$ cat src/rtl/byte_alu_pkg.sv
package byte_alu_pkg;
  localparam int DW     = 8;
  localparam int NFLAGS = 5;
  localparam int FL_C   = 0;
  localparam int FL_DC  = 1;
  localparam int FL_Z   = 2;
  localparam int FL_OV  = 3;
  localparam int FL_N   = 4;

  localparam logic [NFLAGS-1:0] UPD_ALL  = 5'b11111;
  localparam logic [NFLAGS-1:0] UPD_ZN   = 5'b10100;
  localparam logic [NFLAGS-1:0] UPD_CZN  = 5'b10101;
  localparam logic [NFLAGS-1:0] UPD_Z    = 5'b00100;
  localparam logic [NFLAGS-1:0] UPD_NONE = 5'b00000;

  typedef enum logic [4:0] {
    OP_ADD, OP_ADDC, OP_AND, OP_IOR, OP_XOR, OP_COM, OP_INC, OP_DEC,
    OP_SUB, OP_SUBB, OP_SUBR, OP_SWAP, OP_RLC, OP_RRC, OP_RL, OP_RR,
    OP_MOVF, OP_CLR, OP_SET, OP_NEG, OP_MOVW, OP_NONE
  } alu_op_e;

  typedef struct packed {
    alu_op_e           op;
    logic              legal;
    logic              dest_f;
    logic [NFLAGS-1:0] upd;
  } dec_t;
endpackage

$ cat src/rtl/bx_decode.sv
module bx_decode
  import byte_alu_pkg::*;
(
  input  logic [15:0] instr,
  output dec_t        dec
);
  logic [5:0] code6;
  logic       dbit;

  assign code6 = instr[15:10];
  assign dbit  = instr[9];

  always_comb begin
    dec.op     = OP_NONE;
    dec.legal  = 1'b1;
    dec.dest_f = dbit;
    dec.upd    = UPD_NONE;
    case (code6)
      6'b001001: begin dec.op = OP_ADD;  dec.upd = UPD_ALL; end
      6'b001000: begin dec.op = OP_ADDC; dec.upd = UPD_ALL; end
      6'b001010: begin dec.op = OP_INC;  dec.upd = UPD_ALL; end
      6'b000001: begin dec.op = OP_DEC;  dec.upd = UPD_ALL; end
      6'b010111: begin dec.op = OP_SUB;  dec.upd = UPD_ALL; end
      6'b010110: begin dec.op = OP_SUBB; dec.upd = UPD_ALL; end
      6'b010101: begin dec.op = OP_SUBR; dec.upd = UPD_ALL; end
      6'b000101: begin dec.op = OP_AND;  dec.upd = UPD_ZN;  end
      6'b000100: begin dec.op = OP_IOR;  dec.upd = UPD_ZN;  end
      6'b000110: begin dec.op = OP_XOR;  dec.upd = UPD_ZN;  end
      6'b000111: begin dec.op = OP_COM;  dec.upd = UPD_ZN;  end
      6'b010100: begin dec.op = OP_MOVF; dec.upd = UPD_ZN;  end
      6'b001101: begin dec.op = OP_RLC;  dec.upd = UPD_CZN; end
      6'b001100: begin dec.op = OP_RRC;  dec.upd = UPD_CZN; end
      6'b010001: begin dec.op = OP_RL;   dec.upd = UPD_ZN;  end
      6'b010000: begin dec.op = OP_RR;   dec.upd = UPD_ZN;  end
      6'b001110: begin dec.op = OP_SWAP; dec.upd = UPD_NONE; end
      6'b011010: begin
        dec.dest_f = 1'b1;
        if (dbit) begin dec.op = OP_CLR; dec.upd = UPD_Z; end
        else      begin dec.op = OP_SET; dec.upd = UPD_NONE; end
      end
      6'b011011: begin
        dec.dest_f = 1'b1;
        if (dbit) begin dec.op = OP_MOVW; dec.upd = UPD_NONE; end
        else      begin dec.op = OP_NEG;  dec.upd = UPD_ALL;  end
      end
      default: begin
        dec.legal  = 1'b0;
        dec.dest_f = 1'b0;
      end
    endcase
  end
endmodule

$ cat src/rtl/bx_addr.sv
module bx_addr #(
  parameter int         BANK_W    = 6,
  parameter logic [7:0] ACC_SPLIT = 8'h60,
  localparam int        ADDR_W    = BANK_W + 8
) (
  input  logic              banked,
  input  logic [7:0]        offset,
  input  logic [BANK_W-1:0] bank_sel,
  output logic [ADDR_W-1:0] addr
);
  logic [BANK_W-1:0] acc_bank;

  assign acc_bank = (offset < ACC_SPLIT) ? {BANK_W{1'b0}} : {BANK_W{1'b1}};
  assign addr     = banked ? {bank_sel, offset} : {acc_bank, offset};
endmodule

$ cat src/rtl/bx_datapath.sv
module bx_datapath
  import byte_alu_pkg::*;
(
  input  alu_op_e           op,
  input  logic [DW-1:0]     wv,
  input  logic [DW-1:0]     fv,
  input  logic              cin,
  output logic [DW-1:0]     res,
  output logic [NFLAGS-1:0] flg
);
  logic [DW-1:0] ax, ay;
  logic          aci;
  logic [DW:0]   sum9;
  logic [4:0]    lo5;
  logic          rot_c, use_rot_c;

  // Shared adder: every add/subtract form is x + y + ci
  always_comb begin
    ax  = fv;
    ay  = '0;
    aci = 1'b0;
    case (op)
      OP_ADD:  ay = wv;
      OP_ADDC: begin ay = wv;  aci = cin;  end
      OP_INC:  aci = 1'b1;
      OP_DEC:  ay = '1;
      OP_SUB:  begin ay = ~wv; aci = 1'b1; end
      OP_SUBB: begin ay = ~wv; aci = cin;  end
      OP_SUBR: begin ax = wv;  ay = ~fv; aci = cin; end
      OP_NEG:  begin ax = '0;  ay = ~fv; aci = 1'b1; end
      default: ;
    endcase
  end

  assign sum9 = {1'b0, ax} + {1'b0, ay} + {{DW{1'b0}}, aci};
  assign lo5  = {1'b0, ax[3:0]} + {1'b0, ay[3:0]} + {4'd0, aci};

  always_comb begin
    res       = sum9[DW-1:0];
    rot_c     = 1'b0;
    use_rot_c = 1'b0;
    case (op)
      OP_AND:  res = wv & fv;
      OP_IOR:  res = wv | fv;
      OP_XOR:  res = wv ^ fv;
      OP_COM:  res = ~fv;
      OP_MOVF: res = fv;
      OP_SWAP: res = {fv[3:0], fv[7:4]};
      OP_RLC:  begin res = {fv[6:0], cin}; rot_c = fv[7]; use_rot_c = 1'b1; end
      OP_RRC:  begin res = {cin, fv[7:1]}; rot_c = fv[0]; use_rot_c = 1'b1; end
      OP_RL:   res = {fv[6:0], fv[7]};
      OP_RR:   res = {fv[0], fv[7:1]};
      OP_CLR:  res = '0;
      OP_SET:  res = '1;
      OP_MOVW: res = wv;
      default: ;
    endcase
  end

  always_comb begin
    flg        = '0;
    flg[FL_C]  = use_rot_c ? rot_c : sum9[DW];
    flg[FL_DC] = lo5[4];
    flg[FL_OV] = (ax[DW-1] == ay[DW-1]) && (sum9[DW-1] != ax[DW-1]);
    flg[FL_Z]  = (res == '0);
    flg[FL_N]  = res[DW-1];
  end

  // carry of f-W from the adder agrees with a magnitude compare
  always_comb begin
    if (op == OP_SUB) begin
      p_sub_carry_r5: assert (flg[FL_C] == (fv >= wv))
        else $error("subtract carry is not not-borrow");
    end
  end
endmodule

$ cat src/rtl/byte_file_alu.sv
module byte_file_alu
  import byte_alu_pkg::*;
#(
  parameter int         BANK_W    = 6,
  parameter logic [7:0] ACC_SPLIT = 8'h60,
  localparam int        ADDR_W    = BANK_W + 8
) (
  input  logic              clk,
  input  logic              rst,
  input  logic              instr_valid,
  input  logic [15:0]       instr,
  input  logic [7:0]        wreg_in,
  input  logic [BANK_W-1:0] bank_sel,
  input  logic [7:0]        fdata_in,
  input  logic [4:0]        stat_in,
  output logic [7:0]        result_q,
  output logic [ADDR_W-1:0] addr_q,
  output logic [4:0]        stat_q,
  output logic              w_we,
  output logic              f_we
);
  dec_t              dec;
  logic [DW-1:0]     res;
  logic [NFLAGS-1:0] flg, stat_nx;
  logic [ADDR_W-1:0] addr;

  bx_decode u_dec (.instr(instr), .dec(dec));

  bx_addr #(.BANK_W(BANK_W), .ACC_SPLIT(ACC_SPLIT)) u_addr (
    .banked(instr[8]), .offset(instr[7:0]), .bank_sel(bank_sel), .addr(addr)
  );

  bx_datapath u_dp (
    .op(dec.op), .wv(wreg_in), .fv(fdata_in), .cin(stat_in[FL_C]),
    .res(res), .flg(flg)
  );

  assign stat_nx = (stat_in & ~dec.upd) | (flg & dec.upd);

  always_ff @(posedge clk) begin
    if (rst) begin
      result_q <= '0;
      addr_q   <= '0;
      stat_q   <= '0;
      w_we     <= 1'b0;
      f_we     <= 1'b0;
    end else begin
      w_we <= instr_valid && dec.legal && !dec.dest_f;
      f_we <= instr_valid && dec.legal &&  dec.dest_f;
      if (instr_valid) begin
        result_q <= res;
        addr_q   <= addr;
        stat_q   <= stat_nx;
      end
    end
  end

  // never both strobes
  p_one_strobe_r2: assert property (@(posedge clk) disable iff (rst)
    !(w_we && f_we));

  // AND routes by destination bit
  p_dest_and_r2: assert property (@(posedge clk) disable iff (rst)
    $past(!rst && instr_valid && instr[15:10] == 6'b000101) |->
      (w_we == !$past(instr[9])) && (f_we == $past(instr[9])));

  // idle cycle produces no strobe
  p_idle_r10: assert property (@(posedge clk) disable iff (rst)
    !instr_valid |=> !(w_we || f_we));

  // low access offsets land in bank 0
  p_access_low_r3: assert property (@(posedge clk) disable iff (rst)
    $past(!rst && instr_valid && !instr[8] && instr[7:0] < ACC_SPLIT) |->
      addr_q[ADDR_W-1:8] == '0);

  // nibble swap leaves status untouched
  p_swap_keep_r8: assert property (@(posedge clk) disable iff (rst)
    $past(!rst && instr_valid && instr[15:10] == 6'b001110) |->
      stat_q == $past(stat_in));
endmodule

$ cat config.mk
export PLATFORM = sky130hd
export DESIGN_NAME = byte_file_alu
export DESIGN_NICKNAME = d
export VERILOG_FILES = /design/src/rtl/byte_alu_pkg.sv /design/src/rtl/bx_decode.sv /design/src/rtl/bx_addr.sv /design/src/rtl/bx_datapath.sv /design/src/rtl/byte_file_alu.sv
export SDC_FILE = /design/constraint.sdc
export NUM_CORES = 1
export LEC_CHECK = 0
export BUFFER_PORTS_ARGS = -buffer_cell sky130_fd_sc_hd__buf_2
export CAP_MARGIN = 40
export CORE_UTILIZATION = 50
export CTS_CLUSTER_SIZE = 16
export DETAILED_ROUTE_END_ITERATION = 8
export HOLD_SLACK_MARGIN = 0.02
export PLACE_DENSITY = 0.87
export SLEW_MARGIN = 20
export SYNTH_ARGS = -nofsm -noshare
export SYNTH_HDL_FRONTEND = slang
export SYNTH_SLANG_ARGS = --single-unit
$ cat constraint.sdc
create_clock -name clk -period 4.4 [get_ports clk]
set_clock_uncertainty 0.1 [all_clocks]
set_input_delay 0.66 -clock clk [delete_from_list [all_inputs] [get_ports clk]]
set_output_delay 0.66 -clock clk [all_outputs]
set_load 0.1 [all_outputs]
==> summary.txt <==
Die
  – IO Count: 75
  – Die area: 6440 um^2
  – Rows: 28
  – Die H: 80.3 um
  – Area of the core region: 5920 um^2
  – Die Width: 80.3 um
  – Initial Utilization: 0.517

Critical path
  – Reg-to-Reg End: result_q[2]
  – FF-to-FF path depth: 2
  – Data arrival, critical path: 4.19 ns
  – Critical Path End Type: flop
  – Crit-path max FO: 8
  – Req. time, crit path: 4.50 ns
  – Setup slack on the worst flop-to-flop path: 3.50 ns
  – Worst setup SP type: input pin
  – Path type of the worst setup path: input pin to flop
  – Launch instance of the worst register-to-register path: result_q[2]

Placed design
  – Routability Congestion: 0.963
  – Cell count after placement: 548
  – HPWL Detailed: 7330 um
  – Setup slack at placement: -0.0318 ns
  – Cell area after placement: 3530 um^2
  – Number of buffers inserted by port buffering: 74

Worst hold path
  – Worst hold-check path type: flop to flop
  – Hold_sp: stat_q[4]
  – Hold Path Stages: 2
  – Hold Crit Endpoint: stat_q[4]

Detailed routing
  – Via count: 3,515
  – Number of remaining DRC errors: 0
  – Per-cell via count in the routed design: 6.31
  – Violation count after the first detailed-route iteration: 348
  – Post-detailed-route count of antenna-violating nets: 0
  – Detailed-routing iteration count for the pre-antenna-repair pass: 5
  – WL/cell: 17.3 um
  – Final Routed Wirelength: 9620 um

Yosys
  – Total of flip-flops plus latches after synthesis: 29
  – Predominant post-synthesis flop cell: sky130_fd_sc_hd__dfxtp_1
  – Synth Area in Adders: 0.110
  – Most area-hungry cell type in the Yosys netlist: sky130_fd_sc_hd__dfxtp_1
  – Library cells used by synthesis: 74
  – Number of nets produced by synthesis: 480
  – Most frequent cell after synthesis: sky130_fd_sc_hd__nor2_1
  – Count of yosys warnings during synthesis: 0
  – Mapped Area: 3060 um^2
  – Synth Instances: 409
  – Proportion of synthesized flip-flops having asynchronous set or reset: 0
  – Largest cells by area after synthesis: sky130_fd_sc_hd__dfxtp_1, sky130_fd_sc_hd__ha_1, sky130_fd_sc_hd__nor2_1
  – Register area share after synthesis: 0.190
  – Simple-gate portion of the synthesized area: 0.279
  – Number of enable flip-flop cells after synthesis: 0
  – Multiplexer area fraction after synthesis: 0.0499
  – Fraction of the mapped netlist area in compound gates: 0.290
  – Post-synthesis area per instance: 7.49 um^2
  – Main combinational cell family by area after synthesis: compound AO/OA/AOI/OAI gates
  – Share of Yosys cell area claimed by the top area cell type: 0.190
  – Post-synth top cells: sky130_fd_sc_hd__nor2_1, sky130_fd_sc_hd__a21oi_1, sky130_fd_sc_hd__dfxtp_1
  – Fraction of synthesized cell area in xor and xnor cells: 0.00572

GRT
  – Wire length of the first global-routing pass: 15,900 um
  – Maximum number of pins on one net before global-route repair: 30
  – Grt total ovfl: 0
  – Initial antenna violation count: 0
  – Gr usage total: 0.318
  – Vias in the first global route: 3,194

Clock network
  – H-tree depth: 2
  – Post-CTS setup repair buffer count: 0
  – Clk_lat worst skew: 0.29 ns
  – Hold-fix buffers, CTS: 0
  – Post-CTS clock slew at the launch and capture registers of the worst setup and hold paths: 0.07 ns
  – Clock tree from TritonCTS: yes
  – TritonCTS Sinks: 29
  – Count of cells resized by post-cts repair: 0
  – Number of buffers created by CTS: 5
  – CTS root buf: sky130_fd_sc_hd__clkbuf_8
  – Maximum clock path buffer count: 2

STA
  – RSZ-0062 raised after global routing: false
  – Relative slew slack: 0.563
  – Clock period minus final worst setup slack: 4.09 ns
  – Number of setup violations in the final report: 0
  – Max Transition Viols Final: 0
  – Fin. Hold Viols: 0
  – Worst slack on hold paths: 0.368 ns
  – Final setup margin: 0.310 ns
  – Final worst path period share: 0.930
  – Worst-margin pin slew: 0.648 ns
  – Upper clock frequency limit: 244 MHz

Power and ir drop
  – Static leakage: 1.71 nW
  – Power density over the cells: 249 nW/um^2
  – Maximum vdd drop: 0.264 mV

Finish
  – Signed area change from the synthesized netlist to the final layout: 18.3%
  – Finished layout cell area: 3620 um^2
  – Sequential Area: 581 um^2
  – Layout Nets: 552
  – Area of the multi-input gates: 2250 um^2
  – Non-filler cells, final: 557
  – Fraction of layout instances using a drive strength above 1: 0.230
  – Filler cells: 541
  – Diodes inserted: 0

Run
  – Max Cap Violations: 0

Run status
  – Status: completed
[metal layers]
metal,share of wire,track usage,vias to the layer above
li1,-,-,1674
met1,0.43,0.443,1638
met2,0.47,0.512,183
met3,0.082,0.0318,20
met4,0.020,0.100,0
met5,0,0,-
[critical path, cell delays in order]
cell,delay [ns]
sky130_fd_sc_hd__buf_2,0.13
sky130_fd_sc_hd__buf_4,0.17
sky130_fd_sc_hd__and4bb_2,0.39
sky130_fd_sc_hd__nand2_1,0.22
sky130_fd_sc_hd__nor2_1,0.15
sky130_fd_sc_hd__a21oi_1,0.05
sky130_fd_sc_hd__o211ai_1,0.13
sky130_fd_sc_hd__ha_1,0.27
sky130_fd_sc_hd__nor2b_1,0.15
sky130_fd_sc_hd__o31a_1,0.26
sky130_fd_sc_hd__o31ai_1,0.52
sky130_fd_sc_hd__a21boi_0,0.22
sky130_fd_sc_hd__or3_1,0.33
sky130_fd_sc_hd__a211o_1,0.30
sky130_fd_sc_hd__a311oi_1,0.23
[cells in the final DEF (no fill, tap or decap), drive strengths merged, types with 3 or more instances in the layout]
cell type / Yosys / final
a2111oi: 3 / 3
a211oi: 3 / 3
a21oi: 32 / 32
a221o: 3 / 3
a221oi: 3 / 3
a22o: 7 / 7
a22oi: 3 / 3
a311oi: 4 / 4
a32oi: 3 / 3
and3: 6 / 6
buf: 12 / 91
clkbuf: 15 / 6
dfxtp: 29 / 29
ha: 23 / 23
inv: 28 / 28
mux2i: 13 / 13
nand2: 22 / 22
nand2b: 5 / 5
nand3: 11 / 11
nor2: 52 / 52
nor2b: 6 / 6
nor3: 20 / 20
nor3b: 3 / 3
nor4: 3 / 3
nor4b: 3 / 3
o211ai: 14 / 14
o21a: 3 / 3
o21ai: 16 / 16
o2bb2ai: 4 / 4
o31ai: 3 / 3
or3: 6 / 6
[metrics by stage]
step | util | power [mW] | setup TNS (ns)
after floorplan | - | 0.586 | 0
after global placement | 0.596 | 0.677 | 0
final | 0.612 | 0.900 | 0
after CTS | 0.610 | 0.899 | 0
after detailed placement | 0.596 | 0.682 | -0.0318
after global routing | 0.612 | 0.947 | 0
[power breakdown]
| part | internal (mW) | switching (mW) |
|---|---|---|
| combinational | 0.110 | 0.283 |
| clock | 0.109 | 0.109 |
| sequential | 0.281 | 0.00854 |
[flip-flops by register name, summed over array words and instances (netlist names)]
signal    flops
w_we          1
result_q      8
f_we          1
addr_q       14
stat_q        5
[worst max-delay path by stage]
stage,cells after the start,slack [ns],from,end
after floorplan,16,0.41,instr[11],stat_q[2]
after global placement,13,0.15,instr[13],stat_q[3]
after detailed placement,13,-0.03,instr[13],stat_q[3]
after CTS,13,0.30,instr[13],stat_q[3]
after global routing,15,0.05,instr[15],stat_q[2]
final,15,0.31,instr[15],stat_q[3]
[area by class of cell]
type                            instances  area share
Clock inverter                          3     0.00484
Clock buffer                            5      0.0190
Tap cell                               75      0.0259
Sequential cell                        29       0.160
Multi-Input combinational cell        325       0.621
Timing Repair Buffer                   92       0.140
Inverter                               28      0.0290
[cells by family (layout without fill, tap and decap cells)]
kind of cell,Yosys count,after routing
XOR/XNOR,2,2
AND/OR/NAND/NOR,158,158
multiplexers,15,15
AO/OA/AOI/OAI,124,124
adder cells (fa/ha/maj),26,26
buffers and inverters,55,128
flip-flops,29,29
Note: power is estimated with default switching activity, not from simulation.
